--- config.mk ---
export PLATFORM = sky130hd
export DESIGN_NAME = tdm_slave_port
export DESIGN_NICKNAME = d
export VERILOG_FILES = /design/src/rtl/tdm_slave_pkg.sv /design/src/rtl/tdm_edge_det.sv /design/src/rtl/tdm_frame_ctr.sv /design/src/rtl/tdm_rx_deser.sv /design/src/rtl/tdm_tx_ser.sv /design/src/rtl/tdm_slave_port.sv
export SDC_FILE = /design/constraint.sdc
export NUM_CORES = 1
export LEC_CHECK = 0
export BUFFER_PORTS_ARGS = -buffer_cell sky130_fd_sc_hd__buf_2
export CORE_MARGIN = 2
export CORE_UTILIZATION = 45
export CTS_BUF_LIST = sky130_fd_sc_hd__clkbuf_16
export CTS_CLUSTER_DIAMETER = 150
export DETAILED_ROUTE_END_ITERATION = 6
export PLACE_DENSITY_LB_ADDON = 0.2
export SLEW_MARGIN = 20
export SYNTH_ARGS = -nofsm -noshare
export SYNTH_HDL_FRONTEND = slang
export SYNTH_SLANG_ARGS = --single-unit
export TNS_END_PERCENT = 20
--- constraint.sdc ---
create_clock -name clk_i -period 3.12 [get_ports clk_i]
set_input_delay 0.624 -clock clk_i [delete_from_list [all_inputs] [get_ports clk_i]]
set_output_delay 0.624 -clock clk_i [all_outputs]
set_load 0.05 [all_outputs]
--- src/rtl/tdm_slave_pkg.sv ---
package tdm_slave_pkg;
  localparam int unsigned SLOT_W = 32;

  typedef enum logic [1:0] {
    LEN_16 = 2'd0,
    LEN_18 = 2'd1,
    LEN_20 = 2'd2,
    LEN_24 = 2'd3
  } len_sel_e;

  // keeps the top n bits of a slot
  function automatic logic [SLOT_W-1:0] len_mask(input logic [1:0] sel);
    int unsigned n;
    n = (sel == LEN_24) ? 24 : 16 + 2 * int'(sel);
    return ~({SLOT_W{1'b1}} >> n);
  endfunction
endpackage

--- src/rtl/tdm_edge_det.sv ---
module tdm_edge_det (
  input  logic clk_i,
  input  logic rst_ni,
  input  logic sclk_i,
  input  logic fs_i,
  input  logic sdin_i,
  output logic rise_o,
  output logic fall_o,
  output logic fs_o,
  output logic sdin_o
);
  logic sclk_q, sclk_q2;

  always_ff @(posedge clk_i or negedge rst_ni) begin
    if (!rst_ni) begin
      sclk_q  <= 1'b0;
      sclk_q2 <= 1'b0;
      fs_o    <= 1'b0;
      sdin_o  <= 1'b0;
    end else begin
      sclk_q  <= sclk_i;
      sclk_q2 <= sclk_q;
      fs_o    <= fs_i;
      sdin_o  <= sdin_i;
    end
  end

  assign rise_o = sclk_q & ~sclk_q2;
  assign fall_o = ~sclk_q & sclk_q2;
endmodule

--- src/rtl/tdm_frame_ctr.sv ---
module tdm_frame_ctr #(
  parameter int unsigned FRAME_BITS = 256,
  localparam int unsigned CNT_W = $clog2(FRAME_BITS)
) (
  input  logic             clk_i,
  input  logic             rst_ni,
  input  logic             rise_i,
  input  logic             fs_i,
  output logic [CNT_W-1:0] bit_cnt_o,
  output logic             frame_start_o,
  output logic             locked_o,
  output logic             err_o
);
  localparam logic [CNT_W-1:0] LAST = CNT_W'(FRAME_BITS - 1);
  logic fs_prev;

  assign frame_start_o = rise_i & fs_i & ~fs_prev;

  always_ff @(posedge clk_i or negedge rst_ni) begin
    if (!rst_ni) begin
      fs_prev   <= 1'b0;
      bit_cnt_o <= '0;
      locked_o  <= 1'b0;
      err_o     <= 1'b0;
    end else if (rise_i) begin
      fs_prev <= fs_i;
      if (frame_start_o) begin
        bit_cnt_o <= '0;
        locked_o  <= 1'b1;
        if (locked_o && bit_cnt_o != LAST) err_o <= 1'b1;
      end else begin
        bit_cnt_o <= bit_cnt_o + 1'b1;
      end
    end
  end
endmodule

--- src/rtl/tdm_rx_deser.sv ---
module tdm_rx_deser #(
  parameter int unsigned SLOT_W = 32,
  parameter int unsigned N_RX   = 6,
  parameter int unsigned CNT_W  = 8,
  localparam int unsigned BIT_W = $clog2(SLOT_W)
) (
  input  logic                   clk_i,
  input  logic                   rst_ni,
  input  logic                   rise_i,
  input  logic                   locked_i,
  input  logic                   din_i,
  input  logic [CNT_W-1:0]       bit_cnt_i,
  input  logic [SLOT_W-1:0]      mask_i,
  output logic [N_RX*SLOT_W-1:0] data_o,
  output logic                   valid_o
);
  logic [SLOT_W-1:0]          sh, sh_nx;
  logic [(N_RX-1)*SLOT_W-1:0] stage;
  logic [CNT_W-BIT_W-1:0]     slot;
  logic                       word_done;

  assign slot      = bit_cnt_i[CNT_W-1:BIT_W];
  assign sh_nx     = {sh[SLOT_W-2:0], din_i};
  assign word_done = rise_i & locked_i & (&bit_cnt_i[BIT_W-1:0]) & (32'(slot) < N_RX);

  always_ff @(posedge clk_i or negedge rst_ni) begin
    if (!rst_ni) begin
      sh      <= '0;
      stage   <= '0;
      data_o  <= '0;
      valid_o <= 1'b0;
    end else begin
      valid_o <= 1'b0;
      if (rise_i) sh <= sh_nx;
      if (word_done) begin
        if (32'(slot) == N_RX - 1) begin
          data_o  <= {sh_nx & mask_i, stage};
          valid_o <= 1'b1;
        end else begin
          for (int i = 0; i < int'(N_RX) - 1; i++)
            if (32'(slot) == i) stage[i*SLOT_W +: SLOT_W] <= sh_nx & mask_i;
        end
      end
    end
  end
endmodule

--- src/rtl/tdm_tx_ser.sv ---
module tdm_tx_ser #(
  parameter int unsigned SLOT_W = 32,
  parameter int unsigned N_TX   = 4,
  parameter int unsigned CNT_W  = 8,
  localparam int unsigned BIT_W = $clog2(SLOT_W)
) (
  input  logic                   clk_i,
  input  logic                   rst_ni,
  input  logic                   fall_i,
  input  logic                   fstart_i,
  input  logic                   locked_i,
  input  logic [CNT_W-1:0]       bit_cnt_i,
  input  logic [SLOT_W-1:0]      mask_i,
  input  logic                   load_i,
  input  logic [N_TX*SLOT_W-1:0] data_i,
  output logic                   sdout_o
);
  logic [N_TX*SLOT_W-1:0] pend, act;
  logic [CNT_W-BIT_W-1:0] slot;
  logic [BIT_W-1:0]       pos;
  logic                   nxt_bit;

  assign slot = bit_cnt_i[CNT_W-1:BIT_W];
  assign pos  = bit_cnt_i[BIT_W-1:0];

  always_comb begin
    nxt_bit = 1'b0;
    for (int i = 0; i < int'(N_TX); i++)
      if (32'(slot) == i)
        nxt_bit = act[i*SLOT_W + SLOT_W - 1 - int'(pos)] & mask_i[SLOT_W - 1 - int'(pos)];
  end

  always_ff @(posedge clk_i or negedge rst_ni) begin
    if (!rst_ni) begin
      pend    <= '0;
      act     <= '0;
      sdout_o <= 1'b0;
    end else begin
      if (load_i) pend <= data_i;
      if (fstart_i) begin
        act     <= pend;
        sdout_o <= pend[SLOT_W-1] & mask_i[SLOT_W-1];  // early slot 0 MSB
      end else if (fall_i && locked_i) begin
        sdout_o <= nxt_bit;
      end
    end
  end
endmodule

--- src/rtl/tdm_slave_port.sv ---
module tdm_slave_port
  import tdm_slave_pkg::*;
#(
  parameter int unsigned N_SLOTS = 8,
  parameter int unsigned N_RX    = 6,
  parameter int unsigned N_TX    = 4,
  localparam int unsigned FRAME_BITS = N_SLOTS * SLOT_W,
  localparam int unsigned CNT_W      = $clog2(FRAME_BITS)
) (
  input  logic                   clk_i,
  input  logic                   rst_ni,
  input  logic                   sclk_i,
  input  logic                   fs_i,
  input  logic                   sdin_i,
  input  logic [1:0]             len_sel_i,
  input  logic                   tx_load_i,
  input  logic [N_TX*SLOT_W-1:0] tx_data_i,
  output logic                   sdout_o,
  output logic [N_RX*SLOT_W-1:0] rx_data_o,
  output logic                   rx_valid_o,
  output logic                   frame_err_o
);
  logic             sclk_rise, sclk_fall, fs_s, din_s;
  logic [CNT_W-1:0] bit_cnt;
  logic             frame_start, locked;
  logic [SLOT_W-1:0] mask;

  assign mask = len_mask(len_sel_i);

  tdm_edge_det u_edge (
    .clk_i, .rst_ni, .sclk_i, .fs_i, .sdin_i,
    .rise_o(sclk_rise), .fall_o(sclk_fall), .fs_o(fs_s), .sdin_o(din_s)
  );

  tdm_frame_ctr #(.FRAME_BITS(FRAME_BITS)) u_ctr (
    .clk_i, .rst_ni, .rise_i(sclk_rise), .fs_i(fs_s),
    .bit_cnt_o(bit_cnt), .frame_start_o(frame_start), .locked_o(locked), .err_o(frame_err_o)
  );

  tdm_rx_deser #(.SLOT_W(SLOT_W), .N_RX(N_RX), .CNT_W(CNT_W)) u_rx (
    .clk_i, .rst_ni, .rise_i(sclk_rise), .locked_i(locked), .din_i(din_s),
    .bit_cnt_i(bit_cnt), .mask_i(mask), .data_o(rx_data_o), .valid_o(rx_valid_o)
  );

  tdm_tx_ser #(.SLOT_W(SLOT_W), .N_TX(N_TX), .CNT_W(CNT_W)) u_tx (
    .clk_i, .rst_ni, .fall_i(sclk_fall), .fstart_i(frame_start), .locked_i(locked),
    .bit_cnt_i(bit_cnt), .mask_i(mask), .load_i(tx_load_i), .data_i(tx_data_i),
    .sdout_o
  );
endmodule

==> results.md <==
* Final Hold Viols at 0
* Routability cong. at 0.769
* Status: completed
* Fmax at 384 MHz
* CTS Root Cell: clkbuf_16
* Vias in the first global route at 15.0k
* Layout cell share with drive strength beyond 1 at 25.3%
* Area grow syn2layout at 18.2%
* Antenna violations before repair at 1
* # fillers at 4338
* Final #Nets at 2443
* Worst slew margin at 43.7%
* CP Max Fanout at 48
* Library cells used by synthesis at 48
* Seq/Total Area, Yosys at 64.5%
* CP Capture Type: register
* Terminus of the critical flop-to-flop path: u_rx.data_o[174]$_DFFE_PN0P_
* Die extent in y at 226 um
* CTS Buf Count at 59
* Pin count of the biggest net entering global routing at 100
* Worst setup path endpoint: u_rx.data_o[174]$_DFFE_PN0P_
* Critical Path RT at 3.58 ns
* Sink Count at 570
* Die area at 50900 um2
* Crit path time final at 2.61 ns
* Critical path arrival at 3.06 ns
* Post-synth ARST share at 100%
* Crit path launch: u_ctr.bit_cnt_o[0]$_DFFE_PN0P_
* Max Cap Viol at 0
* WS Path Type: register to register
* Slew @ Worst Pin at 0.844 ns
* Die width at 226 um
* Detailed-route DRC error count at 0
* Grt ovf at 0
* Count of input and output buffers at 286
* Core region area at 48700 um2
* Worst min path class: input port to register
* Period utilization at 83.5%
* VDD IR max at 0.391 mV
* H-tree levels at 2
* Layout Skew at 0.0185 ns
* Final Setup Violations at 0
* Post-DRT Antenna Nets at 0
* First-pass GRT wire length at 81.1 mm
* Gr usage total at 20.2%
* Initial DRC count at 868
* Post-CTS setup buffer count at 0
* Post-Syn Area at 22100 um2
* Vias per Instance at 4.91
* Synthesized flop and latch total at 570
* Detail Placement HPWL at 32.8 mm
* Final Total Pwr at 16.7 mW
* Clk pin slew, worst setup/hold paths at 0.06 ns
* Top Ports at 331
* EDFF count, synth at 0
* Leak at 14.2 nW
* Ys Warns at 0
* FF-to-FF Start: u_ctr.bit_cnt_o[0]$_DFFE_PN0P_
* WL per Instance at 16.6 um
* Pre-antenna DRT Iters at 5
* Row cnt at 81
* RSZ-0062 raised after global routing: false
* Clock buffer depth at 3
* Avg Cell Area, Syn at 10.8 um2
* Skew-Pair Late Insertion Delay at 0.62 ns
* Vias at 14.8k
* Starting Density at 45.4%
* Clock tree from TritonCTS: built
* Synth Flop Type: dfrtp_1
* Drt total wl at 50.1 mm
* FF-to-FF path depth at 8
* Antenna cells at 0
* R2R Setup Slk at 0.51 ns
* Final setup TNS at 0 ns
* Pins Over Slew Limit at 0
* Startpoint types: register
* Power per cell area at 638 nW/um2
* Synth Instances at 2040
-- report_power, final --
group / internal [mW] / switching (mW) / total [mW]
Combinational: 0.728 / 0.954 / 1.68
Clock: 3.87 / 2.83 / 6.70
Sequential: 7.95 / 0.331 / 8.28
-- registers in the layout, indices dropped and copies added, names as in the netlist, 8 cells and up --
name / cells
u_tx.pend: 96
u_rx.sh: 31
u_ctr.bit_cnt_o: 8
u_rx.stage: 150
u_tx.act: 96
u_rx.data_o: 180
-- cell type report --
cell class	instances	area, um2	area share, %
flip-flops and latches	570	14300	54.6
multi-input cells	1344	7270	27.8
repair buffers	326	1900	7.26
clock buffers	60	1500	5.75
well taps	664	831	3.18
clock inverters	49	348	1.33
inverters	4	20.0	0.0766
-- cell families after synthesis --
group | Yosys count | synth area share [%]
muxes | 213 | 11.8
AOI/OAI and AO/OA | 74 | 1.92
DFF | 570 | 64.5
and+or+nand+nor | 1038 | 18.5
adders and majority gates | 2 | 0.113
buffers and inverters | 137 | 2.99
other | 1 | 0.0170
xor gates and xnor gates | 5 | 0.198
-- stage by stage --
stage          area, um2  cells  hold WS, ns  utilization (%)  worst slack, ns
2_1_floorplan      22200   2051        0.328                -             1.07
3_3_place_gp       24300   2907        0.405             49.8            0.532
3_5_place_dp       24300   2907        0.414             49.8            0.490
4_1_cts            26100   3017       0.0868             53.6            0.479
5_1_grt            26100   3017       0.0938             53.6            0.324
6_report           26100   3017        0.125             53.6            0.514
-- Yosys cell counts, types with 3 or more instances --
| master | instances | area, um2 |
|---|---|---|
| nor2b_1 | 6 | 37.5 |
| and3_1 | 3 | 18.8 |
| clkbuf_1 | 80 | 300 |
| nand3_1 | 22 | 110 |
| buf_4 | 15 | 113 |
| inv_1 | 3 | 11.3 |
| xor2_1 | 3 | 26.3 |
| and2_1 | 36 | 225 |
| a211oi_1 | 3 | 22.5 |
| buf_2 | 28 | 140 |
| nand2_1 | 945 | 3550 |
| a22oi_1 | 3 | 22.5 |
| mux4_1 | 13 | 342 |
| mux2_2 | 178 | 2000 |
| dfrtp_1 | 570 | 14300 |
| buf_1 | 5 | 18.8 |
| a21oi_1 | 4 | 20.0 |
| o21ai_0 | 52 | 260 |
| mux4_2 | 3 | 67.6 |
| buf_6 | 3 | 33.8 |
| mux2i_1 | 19 | 190 |
| nand3b_1 | 3 | 22.5 |
| nor3_1 | 5 | 25.0 |
| nor2_1 | 7 | 26.3 |
-- per-layer routing --
| metal | share of wire, % | GRT usage, % | vias to the layer above |
|---|---|---|---|
| li1 | - | - | 7040 |
| met1 | 46 | 28.0 | 7379 |
| met2 | 47 | 32.4 | 304 |
| met3 | 5.2 | 4.20 | 76 |
| met4 | 2.1 | 5.32 | 2 |
| met5 | 0.026 | 0 | - |
-- worst min path at each step --
stage | startpoint | endpoint | slack, ns | cells after the start
6_report | fs_i | u_edge.fs_o$_DFF_PN0_ | 0.13 | 1
5_1_grt | sdin_i | u_edge.sdin_o$_DFF_PN0_ | 0.09 | 1
4_1_cts | fs_i | u_edge.fs_o$_DFF_PN0_ | 0.09 | 1
3_5_place_dp | u_edge.sclk_q$_DFF_PN0_ | u_edge.sclk_q2$_DFF_PN0_ | 0.41 | 0
3_3_place_gp | u_edge.sclk_q$_DFF_PN0_ | u_edge.sclk_q2$_DFF_PN0_ | 0.41 | 0
2_1_floorplan | rst_ni | u_ctr.bit_cnt_o[0]$_DFFE_PN0P_ | 0.33 | 0
-- worst max-delay path, cell delays in order (launching register included) --
cell and delay (ns):
dfrtp_2 0.50, ha_1 0.25, and3_1 0.22, ha_1 0.20, and3_1 0.22, nand3_4 0.13, buf_4 0.28, buf_4 0.47
o21ai_0 0.16
-- layout by cell type (no fill, tap or decap), types with 2 or more instances in the layout --
| master | Yosys | layout |
|---|---|---|
| a2111oi_0 | 2 | 2 |
| a211oi_1 | 3 | 3 |
| a21oi_1 | 4 | 4 |
| a22oi_1 | 3 | 3 |
| a311o_1 | 2 | 2 |
| a31oi_1 | 2 | 2 |
| and2_1 | 36 | 36 |
| and3_1 | 3 | 3 |
| buf_12 | 2 | 12 |
| buf_2 | 28 | 284 |
| buf_4 | 15 | 28 |
| bufinv_16 | 0 | 5 |
| clkbuf_16 | 0 | 60 |
| clkinv_1 | 0 | 20 |
| clkinv_2 | 0 | 8 |
| conb_1 | 1 | 12 |
| dfrtp_1 | 570 | 569 |
| ha_1 | 2 | 2 |
| inv_1 | 3 | 16 |
| inv_6 | 0 | 3 |
| mux2_2 | 178 | 178 |
| mux2i_1 | 19 | 19 |
| mux4_1 | 13 | 13 |
| mux4_2 | 3 | 3 |
| nand2_1 | 945 | 944 |
| nand2b_1 | 2 | 2 |
| nand3_1 | 22 | 20 |
| nand3b_1 | 3 | 3 |
| nor2_1 | 7 | 7 |
| nor2b_1 | 6 | 5 |
| nor3_1 | 5 | 4 |
| nor3_2 | 1 | 2 |
| o21ai_0 | 52 | 52 |
| xnor2_1 | 2 | 2 |
| xor2_1 | 3 | 3 |
-- timing repair --
item                                    CTS  global route
hold endpoints to repair                 52             0
resized for setup                         0             0
hold buffers                              1             0
endpoints found under the setup margin    0             0
Power figures use the tool's default switching activity.
